### src/rtl/bpc_pkg.sv
package bpc_pkg;

    typedef enum logic [2:0] {
        ST_BOOST      = 3'd0,
        ST_AUTO_SOFT  = 3'd1,
        ST_AUTO_FULL  = 3'd2,
        ST_FORCE_WAIT = 3'd3,
        ST_FORCE_SOFT = 3'd4,
        ST_FORCE_FULL = 3'd5,
        ST_FAULT      = 3'd6
    } byp_state_e;

endpackage

### src/rtl/bpc_tick_count.sv
module bpc_tick_count #(
    parameter int LIMIT = 5,
    localparam int W = $clog2(LIMIT + 1)
) (
    input  logic         clk,
    input  logic         rst_n,
    input  logic         clr,
    input  logic         step,
    output logic [W-1:0] cnt
);

    localparam logic [W-1:0] TOP = W'(LIMIT);

    always_ff @(posedge clk or negedge rst_n) begin
        if (!rst_n)
            cnt <= '0;
        else if (clr)
            cnt <= '0;
        else if (step && cnt != TOP)
            cnt <= cnt + 1'b1;
    end

    AST_CNT_BOUND: assert property (@(posedge clk) disable iff (!rst_n)
        cnt <= TOP);

endmodule

### src/rtl/bpc_fsm.sv
module bpc_fsm
    import bpc_pkg::*;
(
    input  logic clk,
    input  logic rst_n,
    input  logic vin_gt_vout,
    input  logic vout_at_tgt,
    input  logic vout_hyst_hi,
    input  logic drop_hi,
    input  logic force_req,
    input  logic idle_ok,
    input  logic soft_done,
    output logic in_soft,
    output logic soft_en,
    output logic full_en,
    output logic low_iq,
    output logic prot_off,
    output logic byp_fault
);

    byp_state_e state, nxt;

    always_ff @(posedge clk or negedge rst_n) begin
        if (!rst_n)
            state <= ST_BOOST;
        else
            state <= nxt;
    end

    always_comb begin
        nxt = state;
        unique case (state)
            ST_BOOST: begin
                if (force_req)
                    nxt = ST_FORCE_WAIT;
                else if (vin_gt_vout && vout_hyst_hi && idle_ok)
                    nxt = ST_AUTO_SOFT;
            end
            ST_AUTO_SOFT: begin
                if (force_req)
                    nxt = ST_FORCE_WAIT;
                else if (vout_at_tgt)
                    nxt = ST_BOOST;
                else if (soft_done)
                    nxt = ST_AUTO_FULL;
            end
            ST_AUTO_FULL: begin
                if (force_req)
                    nxt = ST_FORCE_WAIT;
                else if (drop_hi)
                    nxt = ST_FAULT;
                else if (vout_at_tgt)
                    nxt = ST_BOOST;
            end
            ST_FORCE_WAIT: begin
                if (!force_req)
                    nxt = ST_BOOST;
                else if (vin_gt_vout)
                    nxt = ST_FORCE_SOFT;
            end
            ST_FORCE_SOFT: begin
                if (!force_req)
                    nxt = ST_BOOST;
                else if (soft_done)
                    nxt = ST_FORCE_FULL;
            end
            ST_FORCE_FULL: begin
                if (!force_req)
                    nxt = ST_BOOST;
            end
            ST_FAULT: nxt = ST_FAULT;
            default:  nxt = ST_BOOST;
        endcase
    end

    always_comb begin
        in_soft   = (state == ST_AUTO_SOFT) || (state == ST_FORCE_SOFT);
        soft_en   = in_soft;
        full_en   = (state == ST_AUTO_FULL) || (state == ST_FORCE_FULL);
        low_iq    = (state == ST_FORCE_FULL);
        prot_off  = (state == ST_FORCE_FULL);
        byp_fault = (state == ST_FAULT);
    end

    AST_ONE_PATH: assert property (@(posedge clk) disable iff (!rst_n)
        $onehot0({soft_en, full_en, byp_fault}));

    AST_FAULT_HOLD: assert property (@(posedge clk) disable iff (!rst_n)
        byp_fault |=> byp_fault);

    AST_FAULT_CAUSE: assert property (@(posedge clk) disable iff (!rst_n)
        $rose(byp_fault) |-> $past(drop_hi && full_en && !force_req));

    AST_FULL_AFTER_SOFT: assert property (@(posedge clk) disable iff (!rst_n)
        $rose(full_en) |-> $past(soft_en));

    AST_AUTO_QUALIFIED: assert property (@(posedge clk) disable iff (!rst_n)
        (soft_en && !$past(soft_en) && !$past(force_req))
            |-> $past(idle_ok && vin_gt_vout && vout_hyst_hi));

    AST_RELEASE_FORCE: assert property (@(posedge clk) disable iff (!rst_n)
        (low_iq && !force_req) |=> !low_iq);

endmodule

### src/rtl/bypass_ctrl.sv
module bypass_ctrl #(
    parameter int IDLE_TICKS = 5,
    parameter int SOFT_TICKS = 5
) (
    input  logic clk,
    input  logic rst_n,
    input  logic vin_gt_vout,
    input  logic vout_at_tgt,
    input  logic vout_hyst_hi,
    input  logic drop_hi,
    input  logic sw_pulse,
    input  logic force_req,
    input  logic ms_tick,
    output logic soft_en,
    output logic full_en,
    output logic low_iq,
    output logic prot_off,
    output logic byp_fault
);

    localparam int IW = $clog2(IDLE_TICKS + 1);
    localparam int SW = $clog2(SOFT_TICKS + 1);

    logic [IW-1:0] idle_cnt;
    logic [SW-1:0] soft_cnt;
    logic          in_soft;
    logic          idle_ok;
    logic          soft_done;

    bpc_tick_count #(.LIMIT(IDLE_TICKS)) u_idle (
        .clk   (clk),
        .rst_n (rst_n),
        .clr   (sw_pulse),
        .step  (ms_tick),
        .cnt   (idle_cnt)
    );

    bpc_tick_count #(.LIMIT(SOFT_TICKS)) u_soft (
        .clk   (clk),
        .rst_n (rst_n),
        .clr   (!in_soft),
        .step  (ms_tick),
        .cnt   (soft_cnt)
    );

    assign idle_ok   = (idle_cnt == IW'(IDLE_TICKS));
    assign soft_done = in_soft && ms_tick && (soft_cnt == SW'(SOFT_TICKS - 1));

    bpc_fsm u_fsm (
        .clk          (clk),
        .rst_n        (rst_n),
        .vin_gt_vout  (vin_gt_vout),
        .vout_at_tgt  (vout_at_tgt),
        .vout_hyst_hi (vout_hyst_hi),
        .drop_hi      (drop_hi),
        .force_req    (force_req),
        .idle_ok      (idle_ok),
        .soft_done    (soft_done),
        .in_soft      (in_soft),
        .soft_en      (soft_en),
        .full_en      (full_en),
        .low_iq       (low_iq),
        .prot_off     (prot_off),
        .byp_fault    (byp_fault)
    );

endmodule

### config.mk
export PLATFORM = sky130hd
export DESIGN_NAME = bypass_ctrl
export DESIGN_NICKNAME = d
export VERILOG_FILES = /design/src/rtl/bpc_pkg.sv /design/src/rtl/bpc_tick_count.sv /design/src/rtl/bpc_fsm.sv /design/src/rtl/bypass_ctrl.sv
export SDC_FILE = /design/constraint.sdc
export NUM_CORES = 1
export LEC_CHECK = 0
export BUFFER_PORTS_ARGS = -buffer_cell sky130_fd_sc_hd__buf_4
export CORE_ASPECT_RATIO = 1.1
export CORE_UTILIZATION = 45
export CTS_BUF_LIST = sky130_fd_sc_hd__clkbuf_2 sky130_fd_sc_hd__clkbuf_4 sky130_fd_sc_hd__clkbuf_8
export DETAILED_ROUTE_END_ITERATION = 10
export GPL_ROUTABILITY_DRIVEN = 0
export GPL_TIMING_DRIVEN = 0
export PLACE_DENSITY = 0.68
export SLEW_MARGIN = 20
export SYNTH_ARGS = -nofsm -noshare
export SYNTH_HDL_FRONTEND = slang
export SYNTH_SLANG_ARGS = --single-unit
### constraint.sdc
create_clock -name clk -period 2.2 [get_ports clk]
set_clock_uncertainty 0.05 [all_clocks]
set_input_delay 0.22 -clock clk [delete_from_list [all_inputs] [get_ports clk]]
set_output_delay 0.22 -clock clk [all_outputs]
set_load 0.03 [all_outputs]
==> results of run 1 <==
cell usage in the layout, fill, tap and decap left out, drive strengths merged:
cell / Yosys / layout
a211oi: 1 / 1
a21boi: 2 / 2
a21o: 2 / 2
a21oi: 6 / 6
a31o: 1 / 1
a31oi: 1 / 1
and3: 1 / 1
and4b: 2 / 2
buf: 4 / 17
clkbuf: 0 / 4
dfrtp: 9 / 9
dlygate4sd3: 0 / 1
ha: 5 / 5
inv: 6 / 6
mux2: 2 / 2
mux2i: 1 / 1
nand2: 2 / 2
nand2b: 2 / 2
nand3: 1 / 1
nand4: 1 / 1
nor2: 9 / 9
nor3: 2 / 2
nor4: 1 / 1
o211a: 1 / 1
o21ai: 2 / 2
o21bai: 1 / 1
o311a: 1 / 1
o311ai: 1 / 1
o32ai: 1 / 1
or2b: 2 / 2
or4: 1 / 1
xnor2: 2 / 2
timing repair:
item                       in CTS  in global routing
hold buffers                    1                  0
hold endpoints to repair        9                  0
setup buffers                   0                  0
setup endpoints to repair       0                  0
layer usage:
| metal | track usage | up-vias | wire length, microns |
|---|---|---|---|
| met5 | 0 | - | 0 |
| met1 | 0.228 | 268 | 619 |
| met3 | 0.0314 | 7 | 60 |
| li1 | - | 297 | - |
| met4 | 0.186 | 0 | 61 |
| met2 | 0.333 | 24 | 713 |
cell families (layout without fill, tap and decap cells):
kind of cell             count (synthesis)  count (layout)  share of synthesized area
AO/OA/AOI/OAI                           20              20                      0.203
buffers and inverters                   10              28                     0.0932
flip-flops                               9               9                      0.329
multiplexers                             3               3                     0.0585
adder cells (fa/ha/maj)                  5               5                     0.0914
AND/OR/NAND/NOR                         24              24                      0.199
XOR/XNOR                                 2               2                     0.0256
worst max-delay path, stage by stage, from the launching register on:
cell     delay, ps
dfrtp_1        410
ha_1           240
nand4_1        100
mux2i_1         70
or4_1          410
o311a_2        160
mux2_4         310
report_power, final:
group / internal, W / switching [W] / total [W]
logic: 0.000284 / 0.000303 / 0.000587
registers: 0.000205 / 0.0000328 / 0.000238
clock network: 0.0000825 / 0.0000628 / 0.000145
total: 0.000572 / 0.000398 / 0.000970
sequential cells by signal, indices dropped and copies added, names as in the netlist:
register	count
u_idle.cnt	3
u_soft.cnt	3
u_fsm.state	3
final cells by class:
type | instances | area, sq um
fillers | 129 | 559
well taps | 16 | 20.0
plain buffers | 4 | 41.3
multi-input cells | 54 | 395
repair buffers | 14 | 108
flip-flops and latches | 9 | 225
clock buffers | 4 | 30.0
inverters | 6 | 22.5
stage by stage:
step / setup WS, ps / instance area (sq um)
final: 330 / 842
after global routing: 262 / 842
after CTS: 333 / 842
after floorplan: 439 / 684
after detailed placement: 347 / 802
after global placement: 382 / 802
worst max-delay path by stage:
stage          slack [ps]              to  depth (start not counted)      startpoint
2_1_floorplan         440         full_en                          3  u_fsm.state[1]
3_3_place_gp          380  u_fsm.state[2]                          6   u_idle.cnt[0]
3_5_place_dp          350  u_fsm.state[1]                          6   u_idle.cnt[0]
4_1_cts               330  u_fsm.state[1]                          6   u_idle.cnt[0]
5_1_grt               260  u_fsm.state[2]                          6   u_idle.cnt[0]
6_report              330  u_fsm.state[1]                          6   u_idle.cnt[0]
==> results_dict.tcl, run 1 <==
set metrics [dict create \
    outcome "completed" \
    syn_area_per_cell_sq_um 9.38 \
    grt_pass1_vias 554 \
    min_from "sw_pulse" \
    synth_edf_count 0 \
    drt_iter0_drc 25 \
    utilization 0.601 \
    track_usage 0.210 \
    cts_resized 0 \
    synth_seq_area_share 0.329 \
    syn_area_sq_um 684 \
    reg2reg_slack_ps 330 \
    clockRootBuffer "clkbuf_4" \
    synth_cell_types 33 \
    cp_max_fo 3 \
    grt_max_degree 11 \
    dieHeight_microns 42.9 \
    drt_pre_antenna_iters 4 \
    grt_setup_unrepaired "no" \
    avgRoutedWirePerCell_microns 13.6 \
    cts_tree "built" \
    arrival_ps 1970 \
    ctsLongestPathBuffers 2 \
    yosys-top-cells-count "dfrtp_1 (9), nor2_1 (9), a21oi_1 (6)" \
    async_reset_ff_frac 1.00 \
    worstPathRequired_ps 2300 \
    dp_hpwl_mm 1.08 \
    peakVddDrop_v 0.000529 \
    synth_nets 87 \
    worst_hold_path_type "input pin to flop" \
    cts.sinks 9 \
    setup_violations 0 \
    worstSkewPairLatency_ps 270 \
    crit_type "flop to flop" \
    worst_r2r_path_depth 6 \
    power_density_nw_per_um2 1150 \
    ys_ff_latch 9 \
    p_leak_nw 0.420 \
    pin_count 14 \
    regToRegStartpoint "u_idle.cnt[0]" \
    wl_mm 1.45 \
    nets 106 \
    portBuffers 13 \
    maxCapViolations 0 \
    antenna_cells 0 \
    clk_pin_slew_ps 60 \
    rows 14 \
    htreeDepth 1 \
    vias 596 \
    tightest_slew_ps 290 \
    ys_top_cells_by_area "dfrtp_1 (33%), ha_1 (9.1%), nor2_1 (4.9%)" \
    critPathLaunchType "flop" \
    die_area_sq_um 1680 \
    fmax_mhz 535 \
    cp-end-kind "flop" \
    grt.overflow.total 0 \
    r2r_end "u_fsm.state[1]" \
    die_x_microns 39.2 \
    power_w 0.000970 \
    cts_buffers 3 \
    tns_ps 0 \
    synthFlopType "dfrtp_1" \
    slew_viol_final 0 \
    antenna_found_initial 0 \
    coreArea_sq_um 1400 \
    yosysTopAreaCell "dfrtp_1" \
    relSlewSlack 0.806 \
    final_cells 107 \
    hold_slack_ps 72.9 \
    initial_core_util 0.488 \
    hold_depth 2 \
    syn_inst 73 \
    via_per_inst 5.57 \
    grt_first_pass_wirelength_mm 2.34 \
    drive_above_1_share 0.297 \
    yosys_warnings 0 \
    ant_nets 0 \
    hold_viol 0 \
    fin_crit_ps 1870 \
    area_delta_synth_final_pct 23.0 \
    drc 0 \
    place_inst 102 \
    period_share 0.850 \
    netlist.area_leader.share 0.329 \
    holdPathEnd "u_idle.cnt[1]" \
]
(Power assumes the default switching activity.)
==> run 2: changes to the inputs <==
==> constraint.sdc (replaced) <==
create_clock -name clk -period 1.8 [get_ports clk]
set_clock_uncertainty 0.05 [all_clocks]
set_input_delay 0.18 -clock clk [delete_from_list [all_inputs] [get_ports clk]]
set_output_delay 0.18 -clock clk [all_outputs]
set_load 0.03 [all_outputs]
==> results_dict.tcl, run 2 (synthesis results as in run 1) <==
set metrics [dict create \
    design_area_sq_um 886 \
    max_stage_delay_ps 430 \
    grt_pass1_vias 568 \
    power_density_nw_per_um2 1390 \
    rows 14 \
    grt_setup_unrepaired "yes" \
    drt_iter0_drc 14 \
    worst-path-buf-inv 0 \
    drt_pre_antenna_iters 4 \
    initial_core_util 0.488 \
    fin_crit_ps 1830 \
    die_area_sq_um 1680 \
    crit_chain "ha_2, nand4_1, mux2i_1, or4_1, o311a_4, mux2_4" \
    worstPathRequired_ps 1900 \
    fmax_mhz 547 \
    r2r_end "u_fsm.state[1]" \
    worst_hold_path_type "input pin to flop" \
    area_delta_synth_final_pct 29.4 \
    ant_nets 0 \
    register_area_sq_um 225 \
    layout_commonest_cell "buf_4" \
    avgRoutedWirePerCell_microns 14.0 \
    tns_ps -53.0 \
    htreeDepth 1 \
    clk_pin_slew_ps 60 \
    fill_cells 126 \
    via_per_inst 5.63 \
    clockRootBuffer "clkbuf_4" \
    maxCapViolations 0 \
    placed_area_sq_um 802 \
    nets 109 \
    place_inst 102 \
    cp-endpoint "u_fsm.state[1]" \
    cp-end-kind "flop" \
    antenna_cells 0 \
    regToRegStartpoint "u_idle.cnt[0]" \
    cts_tree "built" \
    grt_max_degree 11 \
    slew_viol_final 0 \
    ctsLongestPathBuffers 2 \
    layout_setup_ws_ps -27.7 \
    critical-path-top-delay-family "simple AND/OR/NAND/NOR gates" \
    peakVddDrop_v 0.000643 \
    p_leak_nw 0.440 \
    outcome "complete, but fails checks" \
    vias 619 \
    cts_buffers 3 \
    crit_slowest_cell "or4_1" \
    arrival_ps 1930 \
    cp_max_fo 3 \
    drive_above_1_share 0.330 \
    top_regs "u_fsm.state (3), u_idle.cnt (3), u_soft.cnt (3)" \
    portBuffers 13 \
    final_cells 110 \
    critPathLaunchType "flop" \
    grt_first_pass_wirelength_mm 2.38 \
    dp_hpwl_mm 1.08 \
    relSlewSlack 0.810 \
    coreArea_sq_um 1400 \
    multi_input_area_sq_um 417 \
    worstSkewPairLatency_ps 260 \
    antenna_found_initial 0 \
    pin_count 14 \
    grt.overflow.total 0 \
    tightest_slew_ps 285 \
    cts.sinks 9 \
    die_x_microns 39.2 \
    drc 0 \
    cp-startpoint "u_idle.cnt[0]" \
    period_share 1.02 \
    dieHeight_microns 42.9 \
    reg2reg_slack_ps -30 \
    hold_viol 0 \
    track_usage 0.215 \
    violations "setup timing" \
    wl_mm 1.54 \
    setup_violations 2 \
    worst_r2r_path_depth 6 \
    crit_type "flop to flop" \
    cp.depth 6 \
    layout_common_cells "buf_4 (17), nor2_1 (9), dfrtp_1 (9)" \
]
==> run 2: area by class of cell <==
type                    count  share of cell area
plain buffers               4              0.0466
clock buffers               4              0.0339
inverters                   6              0.0254
multi-input cells          54               0.470
flip-flops and latches      9               0.254
well taps                  16              0.0226
repair buffers             17               0.147
==> run 2: timing repair <==
item	in CTS	in global routing
hold buffers	1	0
hold endpoints to repair	9	0
buffers inserted	2	1
resized for setup	2	1
pin swaps	0	1
cloned	0	0
setup endpoints to repair	2	2
==> run 2: how the worst min path moves through the flow <==
| stage | startpoint | to | slack [ps] | cells past startpoint |
|---|---|---|---|---|
| final | sw_pulse | u_idle.cnt[0] | 40 | 2 |
| after global routing | sw_pulse | u_idle.cnt[0] | 20 | 2 |
| after CTS | sw_pulse | u_idle.cnt[0] | 20 | 2 |
| after detailed placement | rst_n | u_idle.cnt[1] | -40 | 1 |
| after global placement | rst_n | u_idle.cnt[1] | -40 | 1 |
| after floorplan | rst_n | u_fsm.state[0] | -170 | 0 |
==> run 2: through the flow <==
step | setup WS, ps | power (W) | util | hold WS [ps]
2_1_floorplan | 55.4 | 0.000837 | - | -166
3_3_place_gp | -17.6 | 0.000997 | 0.572 | -39.3
3_5_place_dp | -52.8 | 0.00101 | 0.572 | -38.9
4_1_cts | 2.43 | 0.00122 | 0.621 | 23.5
5_1_grt | -75.2 | 0.00131 | 0.632 | 21.9
6_report | -27.7 | 0.00123 | 0.632 | 35.3
==> run 2: worst register-to-register path, cell delays in order, from the launching register on <==
cell     delay, ps
dfrtp_1        390
ha_2           200
nand4_1         90
mux2i_1         70
or4_1          430
o311a_4        170
mux2_4         300
==> run 2: report_power, final <==
part / switching [W] / total, W / internal (W)
combinational: 0.000389 / 0.000765 / 0.000376
sequential: 0.0000384 / 0.000289 / 0.000251
clock: 0.0000751 / 0.000176 / 0.000101
total: 0.000503 / 0.00123 / 0.000728
==> run 2: per-layer routing <==
| layer | GRT usage | wire length, microns | part of all wire | up-vias |
|---|---|---|---|---|
| met5 | 0 | 0 | 0 | - |
| met4 | 0.186 | 78 | 0.051 | 0 |
| met3 | 0.0314 | 64 | 0.042 | 9 |
| met2 | 0.353 | 764 | 0.50 | 24 |
| met1 | 0.224 | 629 | 0.41 | 284 |
| li1 | - | - | - | 302 |
